===== src/rtl/ccc_pkg.sv =====
package ccc_pkg;

  // Fixed-point ratio used for the near-full threshold: level = lmd * NUM / DEN
  localparam int unsigned FULL_NUM = 94;
  localparam int unsigned FULL_DEN = 100;

  // True when nac lies strictly above the scaled capacity
  function automatic logic lvl_above(input logic [63:0] nac, input logic [63:0] lmd);
    return (nac * 64'(FULL_DEN)) > (lmd * 64'(FULL_NUM));
  endfunction

  // True when nac lies strictly below the scaled capacity
  function automatic logic lvl_below(input logic [63:0] nac, input logic [63:0] lmd);
    return (nac * 64'(FULL_DEN)) < (lmd * 64'(FULL_NUM));
  endfunction

endpackage


===== src/rtl/ccc_level_cmp.sv =====
module ccc_level_cmp #(
  parameter int Q_W = 16
) (
  input  logic [Q_W-1:0] nac_i,
  input  logic [Q_W-1:0] lmd_i,
  output logic           above_o,
  output logic           below_o
);
  import ccc_pkg::*;

  always_comb begin
    above_o = lvl_above(64'(nac_i), 64'(lmd_i));
    below_o = lvl_below(64'(nac_i), 64'(lmd_i));
  end

  // Above and below are mutually exclusive
  always_comb begin
    a_excl_r2: assert (!(above_o && below_o));
  end

endmodule


===== src/rtl/ccc_repeat_gate.sv =====
module ccc_repeat_gate (
  input  logic clk,
  input  logic rst_n,
  input  logic chg_valid_i,
  input  logic lmd_upd_i,
  input  logic above_i,
  input  logic below_i,
  output logic taken_o,
  output logic hold_o
);

  logic hold_q;
  logic blocked;

  assign blocked = above_i && hold_q;
  // A relearn in the same cycle pre-empts the charge
  assign taken_o = chg_valid_i && !lmd_upd_i && !blocked;
  assign hold_o  = hold_q;

  always_ff @(posedge clk) begin
    if (!rst_n) begin
      hold_q <= 1'b0;
    end else if (below_i) begin
      hold_q <= 1'b0;
    end else if (taken_o && above_i) begin
      hold_q <= 1'b1;
    end
  end

  // Hold armed and level high means no count may be taken
  p_block_r2: assert property (@(posedge clk) disable iff (!rst_n)
    (hold_q && above_i) |-> !taken_o);

  // A low level always disarms the hold
  p_disarm_r2: assert property (@(posedge clk) disable iff (!rst_n)
    below_i |=> !hold_q);

  // At exact equality the hold keeps its state
  p_equal_hold_r7: assert property (@(posedge clk) disable iff (!rst_n)
    (!above_i && !below_i) |=> (hold_q == $past(hold_q)));

  // Relearn plus charge never arms the hold
  p_upd_no_arm_r6: assert property (@(posedge clk) disable iff (!rst_n)
    (lmd_upd_i && !hold_q) |=> !hold_q);

endmodule


===== src/rtl/ccc_sat_counter.sv =====
module ccc_sat_counter #(
  parameter int CNT_W   = 8,
  parameter int FLAG_AT = 64
) (
  input  logic             clk,
  input  logic             rst_n,
  input  logic             taken_i,
  input  logic             lmd_upd_i,
  output logic [CNT_W-1:0] cnt_o,
  output logic             flag_o
);

  localparam logic [CNT_W-1:0] CNT_MAX  = '1;
  localparam logic [CNT_W-1:0] FLAG_V   = CNT_W'(FLAG_AT);
  localparam logic [CNT_W-1:0] PRE_FLAG = CNT_W'(FLAG_AT - 1);

  logic [CNT_W-1:0] cnt_q;
  logic             flag_q;
  logic             at_max;
  logic             bump;

  assign at_max = (cnt_q == CNT_MAX);
  assign bump   = taken_i && !at_max;
  assign cnt_o  = cnt_q;
  assign flag_o = flag_q;

  always_ff @(posedge clk) begin
    if (!rst_n) begin
      cnt_q  <= '0;
      flag_q <= 1'b0;
    end else if (lmd_upd_i) begin
      cnt_q  <= '0;
      flag_q <= 1'b0;
    end else if (bump) begin
      cnt_q <= cnt_q + 1'b1;
      if (cnt_q == PRE_FLAG) flag_q <= 1'b1;
    end
  end

  p_step_one_r1: assert property (@(posedge clk) disable iff (!rst_n)
    (taken_i && !lmd_upd_i && cnt_q != CNT_MAX) |=> (cnt_q == $past(cnt_q) + 1'b1));

  p_no_wrap_r3: assert property (@(posedge clk) disable iff (!rst_n)
    (cnt_q == CNT_MAX && !lmd_upd_i) |=> (cnt_q == CNT_MAX));

  p_flag_at_r4: assert property (@(posedge clk) disable iff (!rst_n)
    (cnt_q == FLAG_V) |-> flag_q);

  p_clear_r5: assert property (@(posedge clk) disable iff (!rst_n)
    lmd_upd_i |=> (cnt_q == '0 && !flag_q));

  p_sticky_r8: assert property (@(posedge clk) disable iff (!rst_n)
    (flag_q && !lmd_upd_i) |=> flag_q);

  p_idle_r10: assert property (@(posedge clk) disable iff (!rst_n)
    (!taken_i && !lmd_upd_i) |=> ($stable(cnt_q) && $stable(flag_q)));

endmodule


===== src/rtl/charge_cycle_counter.sv =====
module charge_cycle_counter #(
  parameter int CNT_W   = 8,
  parameter int FLAG_AT = 64,
  parameter int Q_W     = 16
) (
  input  logic             clk,
  input  logic             rst_n,
  input  logic             chg_valid_i,
  input  logic [Q_W-1:0]   nac_i,
  input  logic [Q_W-1:0]   lmd_i,
  input  logic             lmd_upd_i,
  output logic [CNT_W-1:0] cycle_cnt_o,
  output logic             cap_inacc_o
);

  logic above;
  logic below;
  logic taken;
  logic hold;

  ccc_level_cmp #(.Q_W(Q_W)) cmp_i (
    .nac_i   (nac_i),
    .lmd_i   (lmd_i),
    .above_o (above),
    .below_o (below)
  );

  ccc_repeat_gate gate_i (
    .clk         (clk),
    .rst_n       (rst_n),
    .chg_valid_i (chg_valid_i),
    .lmd_upd_i   (lmd_upd_i),
    .above_i     (above),
    .below_i     (below),
    .taken_o     (taken),
    .hold_o      (hold)
  );

  ccc_sat_counter #(.CNT_W(CNT_W), .FLAG_AT(FLAG_AT)) ctr_i (
    .clk       (clk),
    .rst_n     (rst_n),
    .taken_i   (taken),
    .lmd_upd_i (lmd_upd_i),
    .cnt_o     (cycle_cnt_o),
    .flag_o    (cap_inacc_o)
  );

  // Reset leaves count, flag and hold cleared
  p_reset_r9: assert property (@(posedge clk)
    !rst_n |=> (cycle_cnt_o == '0 && !cap_inacc_o && !hold));

endmodule


===== config.mk =====
export PLATFORM = sky130hd
export DESIGN_NAME = charge_cycle_counter
export DESIGN_NICKNAME = d
export VERILOG_FILES = /design/src/rtl/ccc_pkg.sv /design/src/rtl/ccc_level_cmp.sv /design/src/rtl/ccc_repeat_gate.sv /design/src/rtl/ccc_sat_counter.sv /design/src/rtl/charge_cycle_counter.sv
export SDC_FILE = /design/constraint.sdc
export NUM_CORES = 1
export LEC_CHECK = 0
export ABC_CLOCK_PERIOD_IN_PS = 12300
export BUFFER_PORTS_ARGS = -buffer_cell sky130_fd_sc_hd__buf_2
export CORE_UTILIZATION = 55
export DETAILED_ROUTE_END_ITERATION = 6
export PLACE_DENSITY = 0.85
export SYNTH_ARGS = -nofsm -noshare
export SYNTH_HDL_FRONTEND = slang
export SYNTH_SLANG_ARGS = --single-unit

===== constraint.sdc =====
create_clock -name clk -period 12.3 [get_ports clk]
set_clock_uncertainty 0.05 [all_clocks]
set_input_delay 1.23 -clock clk [delete_from_list [all_inputs] [get_ports clk]]
set_output_delay 1.23 -clock clk [all_outputs]
set_load 0.05 [all_outputs]

==> run metrics, run 1 <==
run status finished clean; leading cell types in the layout, fill and taps excluded inv_1, ha_1, fa_1, buf_2, nand2_1; routability cong. 0.896; number of synthesis warnings 0; via count normalized by instance count 5.45; vertical extent of the die 96.3 um; Inserted Diodes 0; ratio of final minimum period to clock period 56.1%; CTS clock-pin slew for the worst setup and hold paths 0.05 ns; class of the most critical hold timing path reg2reg; Area Growth Syn to Fin 7.81%; unrepaired setup endpoints after global routing no; initial cell density of the core 56.3%; critical path peak fanout 8; Worst slew margin 29.0%; power density over the cells 161 mW/mm2; share of final-layout standard cells stronger than drive strength 1 10.0%; Global Route met3 Usage 1.34%; DP Wirelength 8260 um; flip-flop cell with the highest count after synthesis dfxtp_1; summed instance area of the synthesized netlist 0.00489 mm2; per-cell routed wire length 12.7 um; pin count of the biggest net entering global routing 18; routed via count 3,960; worst path arrival time 7.02 ns; routed wire length 9210 um; most common library cell in the layout ignoring fill and taps inv_1; post-layout net count 826; Tightest Pin Transition 1.06 ns; vias in the first global route 3,905; number of design rule violations left after detail routing 0; final total power 850 uW; remaining antenna violation count 0; IO Count 45; share of the yosys chip area belonging to registers 4.10%; worst-case vdd ir drop 89.3 uV; insertion delay of the later-clocked pin in the worst-skew pair 0.24 ns; area leader, netlist ha_1; deepest level of the CTS H-tree 1; gr busiest metal met2; Die Footprint 0.00926 mm2; storage element area 200 um2; synth top area cells ha_1, fa_1, inv_1; Fillers 759; required time reported for the critical path endpoint 12.43 ns; minimum setup slack among reg-to-reg paths 10.44 ns; Port Buf Inserts 44; number of buffers inserted for hold repair after clock tree synthesis 0; crit path to ctr_i.flag_o; Total Negative Setup Slacks 0 ns; TritonRoute pass-1 iters 4; critical path class in2reg; wire length of the first global-routing pass 15,700 um; antenna violations before repair 0; Slew Viols, Final 0; Max Cap Viol 0; highest attainable clock frequency 145 MHz; final number of hold-violating endpoints 0; site row count 34; source of the worst register-to-register timing path ctr_i.cnt_o[0]; number of gates given a new drive strength after cts 0; die width 96.3 um; global-route total usage across every layer 20.6%; Mean Syn Cell Area 8.50 um2; r2r endpoint ctr_i.flag_o; Syn Nets 780; number of sinks driven by the clock tree 10; Remaining Overflow, GRT 0; fraction of synthesis flops using an asynchronous set or reset pin 0%; top-area cell type share of the netlist area 30.0%; setup fix buffers added after clock tree synthesis 0; combined area of the multi-input logic cells 0.00416 mm2; leakage component of the power 2.95 nW; initial DRC count 201; met2 Usage GRT 36.8%; TritonCTS clock tree built; final worst path period need 6.90 ns; CP endpoint kind register; tightest hold margin 0.429 ns; number of endpoints failing setup at the final stage 0; Critical Path Source Type input port; length in cells of the worst reg-to-reg path 7; met1 capacity usage during global routing 26.9%; Netlist cell types 53; count of mapped cells out of synthesis 575; number of flops mapped to enable cells by yosys 0; maximum buffer depth of the clock tree 2; core area 0.00868 mm2; Num CTS Buffers 3; Critical Path Start lmd_i[2]; number of storage elements in the synthesis netlist 10; clock root buffer clkbuf_8
-- final cells by class --
cell class                      count  share of cell area, %
Timing Repair Buffer               44                   4.18
Inverter                          136                   9.69
Sequential cell                    10                   3.80
Clock buffer                        3                  0.784
Tap cell                          108                   2.57
Multi-Input combinational cell    426                   79.0
-- how the worst min path moves through the flow --
stage                         end     startpoint  slack [ns]  depth (start not counted)
detailed placement   ctr_i.flag_o   ctr_i.flag_o        0.42                          1
global placement     ctr_i.flag_o   ctr_i.flag_o        0.40                          1
floorplan           gate_i.hold_o  gate_i.hold_o        0.52                          2
global route         ctr_i.flag_o   ctr_i.flag_o        0.45                          1
finish               ctr_i.flag_o   ctr_i.flag_o        0.43                          1
CTS                  ctr_i.flag_o   ctr_i.flag_o        0.43                          1
-- synth_stat cells, drive strengths merged (2+ instances only) --
cell / instances
a31o: 3
mux2i: 10
o21ai: 10
fa: 52
o31a: 2
a21oi: 27
nor2: 24
nor3: 12
xnor2: 13
o21a: 4
o211ai: 5
nand4: 9
inv: 136
a31oi: 2
ha: 117
xor2: 14
a21o: 17
a2111oi: 2
and3: 9
nand3: 8
o21bai: 2
nand2b: 11
or2: 4
nor2b: 7
dfxtp: 10
nor4b: 2
clkbuf: 3
a211oi: 6
or3: 2
nor4: 3
o31ai: 2
nand2: 31
-- metal layers --
layer	up-vias	part of all wire, %
met4	0	1.0
met1	1856	46
met3	10	2.6
met5	-	0
met2	79	51
li1	2015	-
-- through the flow --
stage                     cells  area (um2)  worst slack (ns)  utilization (%)
after global placement      724        5230              5.42             60.2
final                       727        5270              5.40             60.7
after CTS                   727        5270              5.40             60.7
after global routing        727        5270              5.09             60.7
after detailed placement    724        5230              5.19             60.2
after floorplan             575        4890              5.98                -
-- critical path, cell delays in order --
cell and delay, ns:
buf_2 0.10, inv_1 0.09, fa_1 0.54, inv_1 0.04, ha_1 0.30, fa_1 0.57
inv_1 0.06, fa_1 0.45, nor2b_1 0.17, o31ai_1 0.11, a211oi_1 0.41, o211ai_1 0.23
a31oi_1 0.29, and4b_1 0.24, nor3_1 0.05, ha_1 0.32, nand4_1 0.14, or2_4 0.30
nor3_4 0.24, nand4_1 0.20, and2_0 0.36, a2111oi_2 0.42, o21a_1 0.15
-- cells by family (layout without fill, tap and decap cells) --
group / after synthesis / in the layout / synth area share (%)
adder cells (fa/ha/maj): 169 / 169 / 51.3
buffers and inverters: 139 / 183 / 10.8
multiplexers: 10 / 10 / 2.05
AND/OR/NAND/NOR: 128 / 128 / 13.8
AO/OA/AOI/OAI: 92 / 92 / 13.2
flip-flops: 10 / 10 / 4.10
XOR/XNOR: 27 / 27 / 4.84
-- registers in the layout, summed over array words and instances (netlist names) --
signal         cells
ctr_i.flag_o       1
gate_i.hold_o      1
ctr_i.cnt_o        8
-- power breakdown --
group	switching, mW	total (mW)	internal, mW
Sequential	0.000551	0.0340	0.0335
Combinational	0.435	0.783	0.348
Clock	0.0121	0.0334	0.0214
(Power assumes the default switching activity.)
==> inputs of run 2 (changes only) <==
--- a/config.mk
+++ b/config.mk
@@ -5,11 +5,11 @@
 export SDC_FILE = /design/constraint.sdc
 export NUM_CORES = 1
 export LEC_CHECK = 0
-export ABC_CLOCK_PERIOD_IN_PS = 12300
+export ABC_CLOCK_PERIOD_IN_PS = 5500
 export BUFFER_PORTS_ARGS = -buffer_cell sky130_fd_sc_hd__buf_2
 export CORE_UTILIZATION = 55
 export DETAILED_ROUTE_END_ITERATION = 6
-export PLACE_DENSITY = 0.85
+export PLACE_DENSITY = 0.88
 export SYNTH_ARGS = -nofsm -noshare
 export SYNTH_HDL_FRONTEND = slang
 export SYNTH_SLANG_ARGS = --single-unit
==> constraint.sdc (replaced) <==
create_clock -name clk -period 5.5 [get_ports clk]
set_clock_uncertainty 0.05 [all_clocks]
set_input_delay 0.55 -clock clk [delete_from_list [all_inputs] [get_ports clk]]
set_output_delay 0.55 -clock clk [all_outputs]
set_load 0.05 [all_outputs]
==> run 2 against run 1 <==
The flow now finishes with violations (negative setup slack). Cell area rose by 19%. Critical endpoint is now ctr_i.cnt_o[4]. Largest cell class unchanged. Combinational power rose to 3.6 times the previous value. Sequential cell count did not move. Via count rose by 20%. Total power rose to 3.5 times the previous value.
==> run metrics, run 2 (synthesized netlist as in run 1, its figures left out) <==
placed insts 771; part of the power in combinational logic 94.7%; IO Count 45; CTS clock-pin slew for the worst setup and hold paths 0.05 ns; critical path class in2reg; final worst path period need 5.84 ns; clock network power share 2.7%; Die Footprint 0.00926 mm2; remaining antenna violation count 0; tightest hold margin 0.460 ns; setup slack after layout -0.339 ns; met1 capacity usage during global routing 32.7%; ratio of final minimum period to clock period 106%; maximum buffer depth of the clock tree 2; Area Growth Syn to Fin 28.0%; Num CTS Buffers 3; wire length of the first global-routing pass 19,900 um; TritonRoute pass-1 iters 5; proportion of total power due to net switching 52.7%; run status finished, violations left; number of design rule violations left after detail routing 0; Slew Viols, Final 0; post-route non-filler standard cell count 795; Remaining Overflow, GRT 0; highest-delay cell along the critical path fa_1; routed wire length 14,600 um; failing checks negative setup slack; Total Negative Setup Slacks -2.30 ns; site row count 34; final number of hold-violating endpoints 0; core area 0.00868 mm2; initial DRC count 290; met2 Usage GRT 49.5%; worst path arrival time 5.94 ns; unrepaired setup endpoints after global routing yes; class of the most critical hold timing path reg2reg; gr busiest metal met2; per-cell routed wire length 18.3 um; number of sinks driven by the clock tree 10; leakage component of the power 3.33 nW; routed via count 4,765; Critical Path Source Type input port; highest attainable clock frequency 171 MHz; vertical extent of the die 96.3 um; number of endpoints failing setup at the final stage 10; vias in the first global route 4,589; insertion delay of the later-clocked pin in the worst-skew pair 0.24 ns; cell type group with the largest total delay on the critical path adder cells; critical path peak fanout 7; initial cell density of the core 56.3%; power density over the cells 476 mW/mm2; Worst slew margin 14.8%; pin count of the biggest net entering global routing 18; via count normalized by instance count 5.99; worst-case vdd ir drop 292 uV; antenna violations before repair 0; Inserted Diodes 0; routability cong. 0.870; Max Cap Viol 0; leading cell types in the layout, fill and taps excluded inv_1, ha_1, buf_4, fa_1, buf_2; die width 96.3 um; DP Wirelength 8950 um; deepest level of the CTS H-tree 1; Tightest Pin Transition 1.28 ns; required time reported for the critical path endpoint 5.60 ns; delay contributed by the slowest stage of the critical path 0.52 ns; post-layout net count 894; most common library cell in the layout ignoring fill and taps inv_1; TritonCTS clock tree built; number of flip-flops under the largest register name 8; sequential share of power 2.6%; Port Buf Inserts 44; CP endpoint kind register; Pint 1.41 mW; global-route total usage across every layer 26.9%; Global Route met3 Usage 2.92%; share of final-layout standard cells stronger than drive strength 1 25.2%; clock root buffer clkbuf_8; switching component of the power 1.57 mW; sum of buffers and inverters on the critical path 8
[run 2: per-stage QoR]
step	util, %	total power [mW]	area, um2	setup WS, ns
after detailed placement	65.1	2.06	5650	-0.448
final	72.1	2.98	6250	-0.339
after global placement	65.1	1.94	5650	-0.239
after global routing	72.1	3.18	6250	-0.534
after CTS	69.2	2.47	6000	-0.0384
after floorplan	-	1.52	4950	0.0210
[run 2: cell type report]
type / count / area (um2)
clock buffers: 3 / 41.3
multi-input cells: 427 / 4570
inverters: 136 / 510
fillers: 581 / 2420
repair buffers: 111 / 793
flip-flops and latches: 10 / 200
well taps: 108 / 135
[run 2: repair_timing]
item | CTS | global route
gates resized for setup | 43 | 30
hold buffers | 0 | 0
hold endpoints to repair | 0 | 0
setup buffers | 10 | 10
pin swaps | 30 | 37
gates cloned | 1 | 0
endpoints found under the setup margin | 10 | 10
[run 2: final timing paths]
check	depth (start not counted)	end	start	slack, ns
worst min-delay path	2	ctr_i.cnt_o[1]	ctr_i.cnt_o[1]	0.46
worst max-delay path	28	ctr_i.cnt_o[4]	lmd_i[2]	-0.34
worst min register to register	2	ctr_i.cnt_o[1]	ctr_i.cnt_o[1]	0.46
worst max register to register	7	ctr_i.flag_o	ctr_i.cnt_o[0]	3.27
[run 2: power groups by stage]
stage | logic [mW] | clock network [mW] | registers (mW)
6_report | 2.82 | 0.0819 | 0.0763
5_1_grt | 3.02 | 0.0842 | 0.0764
4_1_cts | 2.32 | 0.0752 | 0.0762
3_5_place_dp | 1.98 | 0 | 0.0774
3_3_place_gp | 1.86 | 0 | 0.0774
2_1_floorplan | 1.44 | 0 | 0.0786
[run 2: per-layer routing]
layer	part of all wire, %	routed length [um]
met5	0	0
met4	6.1	888
met3	6.4	939
met2	50	7230
met1	38	5530
[run 2: tightest hold or removal path, cell delays in order, from the launching register on]
cell and delay, ns:
dfxtp_1 0.34, nand2_1 0.06, mux2i_1 0.06
==> inputs of run 3 (changes only) <==
--- a/config.mk
+++ b/config.mk
@@ -5,6 +5,7 @@
 export SDC_FILE = /design/constraint.sdc
 export NUM_CORES = 1
 export LEC_CHECK = 0
+export ABC_AREA = 1
 export ABC_CLOCK_PERIOD_IN_PS = 5500
 export BUFFER_PORTS_ARGS = -buffer_cell sky130_fd_sc_hd__buf_2
 export CORE_UTILIZATION = 55
==> run 3 against run 2 <==
The flow now finishes without violations. Sequential cell count did not move. Worst setup slack improved by 0.71 ns. Global-route usage fell by 3.6 points. Sequential power fell by 0.9%. Area after synthesis rose by 1.6%. Count of clock-buffer cells in the layout rose by 1.
==> run metrics, run 3 <==
run status finished clean; die width 97.0 um; number of sinks driven by the clock tree 10; number of buffers inserted for hold repair after clock tree synthesis 0; Syn Nets 866; required time reported for the critical path endpoint 5.56 ns; critical path class in2reg; area leader, netlist ha_1; initial cell density of the core 56.9%; Area Growth Syn to Fin 7.89%; worst path arrival time 5.19 ns; Slew Viols, Final 0; TritonRoute pass-1 iters 4; routability cong. 0.920; deepest level of the CTS H-tree 1; CTS clock-pin slew for the worst setup and hold paths 0.05 ns; Netlist cell types 31; vertical extent of the die 97.0 um; class of the most critical hold timing path reg2reg; placed insts 811; area after detailed placement 0.00530 mm2; Most Frequent Cell on Critical Path nand2_1; leading cell types in the layout, fill and taps excluded inv_1, ha_1, nand2_1, fa_1, a21oi_1; leakage component of the power 3.09 nW; minimum setup slack among reg-to-reg paths 3.39 ns; CP endpoint kind register; core area 0.00872 mm2; final design utilization 61.4%; delay contributed by the slowest stage of the critical path 0.57 ns; number of storage elements in the synthesis netlist 10; DP Wirelength 9450 um; number of synthesis warnings 0; per-cell routed wire length 12.8 um; share of final-layout standard cells stronger than drive strength 1 8.77%; Inserted Diodes 0; number of flops mapped to enable cells by yosys 0; number of flip-flops under the largest register name 8; share of the yosys chip area belonging to registers 4.03%; final standard cell area without fillers 0.00535 mm2; fraction of synthesis flops using an asynchronous set or reset pin 0%; remaining antenna violation count 0; number of endpoints failing setup at the final stage 0; clock root buffer clkbuf_8; routed via count 4,347; top layer in use met4; most instantiated library cell after synthesis inv_1; metal2 WL 5330 um; initial DRC count 154; power density over the cells 373 mW/mm2; vias in the first global route 4,464; Port Buf Inserts 44; ratio of final minimum period to clock period 93.3%; Tightest Pin Transition 0.873 ns; number of gates given a new drive strength after cts 0; synth top area cells ha_1, fa_1, inv_1; M1 WL 4560 um; Remaining Overflow, GRT 0; insertion delay of the later-clocked pin in the worst-skew pair 0.24 ns; setup fix buffers added after clock tree synthesis 0; Num CTS Buffers 3; Max Cap Viol 0; wire length of the first global-routing pass 18,800 um; count of mapped cells out of synthesis 661; pin count of the biggest net entering global routing 12; storage element area 200 um2; WHS Path Cells 2; Die Footprint 0.00941 mm2; number of design rule violations left after detail routing 0; post-layout net count 913; Total Negative Setup Slacks 0 ns; final worst path period need 5.13 ns; TritonCTS clock tree built; highest attainable clock frequency 195 MHz; IO Count 45; maximum buffer depth of the clock tree 2; met3 WL 272 um; Post-synth top cells inv_1, ha_1, nand2_1; Mean Syn Cell Area 7.51 um2; global-route total usage across every layer 23.3%; antenna violations before repair 0; highest-delay cell along the critical path fa_1; via count normalized by instance count 5.33; top-area cell type share of the netlist area 29.5%; flip-flop cell with the highest count after synthesis dfxtp_1; site row count 34; Worst slew margin 41.8%; critical path peak fanout 11; most common library cell in the layout ignoring fill and taps inv_1; length in cells of the worst reg-to-reg path 7; final number of hold-violating endpoints 0; summed instance area of the synthesized netlist 0.00496 mm2; Critical Path Source Type input port; unrepaired setup endpoints after global routing no; Fillers 758; worst-case vdd ir drop 189 uV; routed wire length 10,400 um; post-route non-filler standard cell count 815; combined area of the multi-input logic cells 0.00412 mm2
==> run 3: cell count changes after synthesis, sizes merged, moves of 6 or more <==
cell | before | now
nor3 | 12 | 5
o21ai | 10 | 25
nand3 | 8 | 31
mux2i | 10 | 0
inv | 136 | 167
nor2b | 7 | 0
xor2 | 14 | 20
nor2 | 24 | 36
nand2b | 11 | 0
a21oi | 27 | 52
a211oi | 6 | 0
nand2 | 31 | 105
a21o | 17 | 6
and3 | 9 | 1
==> run 3: final cells by class <==
type | instances | share of cell area (%)
tap | 108 | 2.52
clock buffer | 4 | 1.03
timing repair buffer | 44 | 4.11
sequential | 10 | 3.74
multi-input combinational | 482 | 76.9
inverter | 167 | 11.7
==> run 3: cells by family after synthesis <==
family / synth area share [%]
and+or+nand+nor: 15.8
xor gates and xnor gates: 6.18
adders and majority gates: 50.5
AOI/OAI and AO/OA: 10.5
buffers and inverters: 13.0
DFF: 4.03
==> run 3: path summary, 6_finish.rpt <==
path                                      from        endpoint
worst max-delay path                  lmd_i[4]  ctr_i.cnt_o[1]
worst min-delay path              ctr_i.flag_o    ctr_i.flag_o
worst max register to register  ctr_i.cnt_o[0]  ctr_i.cnt_o[1]
worst min register to register    ctr_i.flag_o    ctr_i.flag_o
==> run 3: power by group <==
group          switching (mW)  leakage, nW  internal (mW)  total (mW)
Clock                  0.0289       0.0288         0.0629      0.0918
Combinational            1.11         2.98          0.714        1.83
Sequential           0.000894       0.0807         0.0747      0.0756
==> run 3: metrics by stage <==
| step | total power, mW | setup slack, ns | hold WS [ns] |
|---|---|---|---|
| finish | 2.00 | 0.371 | 0.403 |
| global route | 2.29 | 0.0323 | 0.463 |
| global placement | 1.82 | 0.327 | 0.389 |
| detailed placement | 1.89 | 0.194 | 0.401 |
| floorplan | 1.49 | 0.935 | 0.474 |
| CTS | 2.00 | 0.412 | 0.408 |
==> run 3: critical path: cells and delay by family <==
family / cells / cell delay [ns]
buffers and inverters: 5 / 0.36
adders and majority gates: 5 / 2.22
and+or+nand+nor: 12 / 1.33
AOI/OAI and AO/OA: 5 / 0.72
==> run 3: metal layers <==
metal,vias to the layer above,global-route usage (%)
li1,2189,-
met1,2040,29.2
met2,91,43.4
met3,27,1.16
met4,0,5.97
met5,-,0
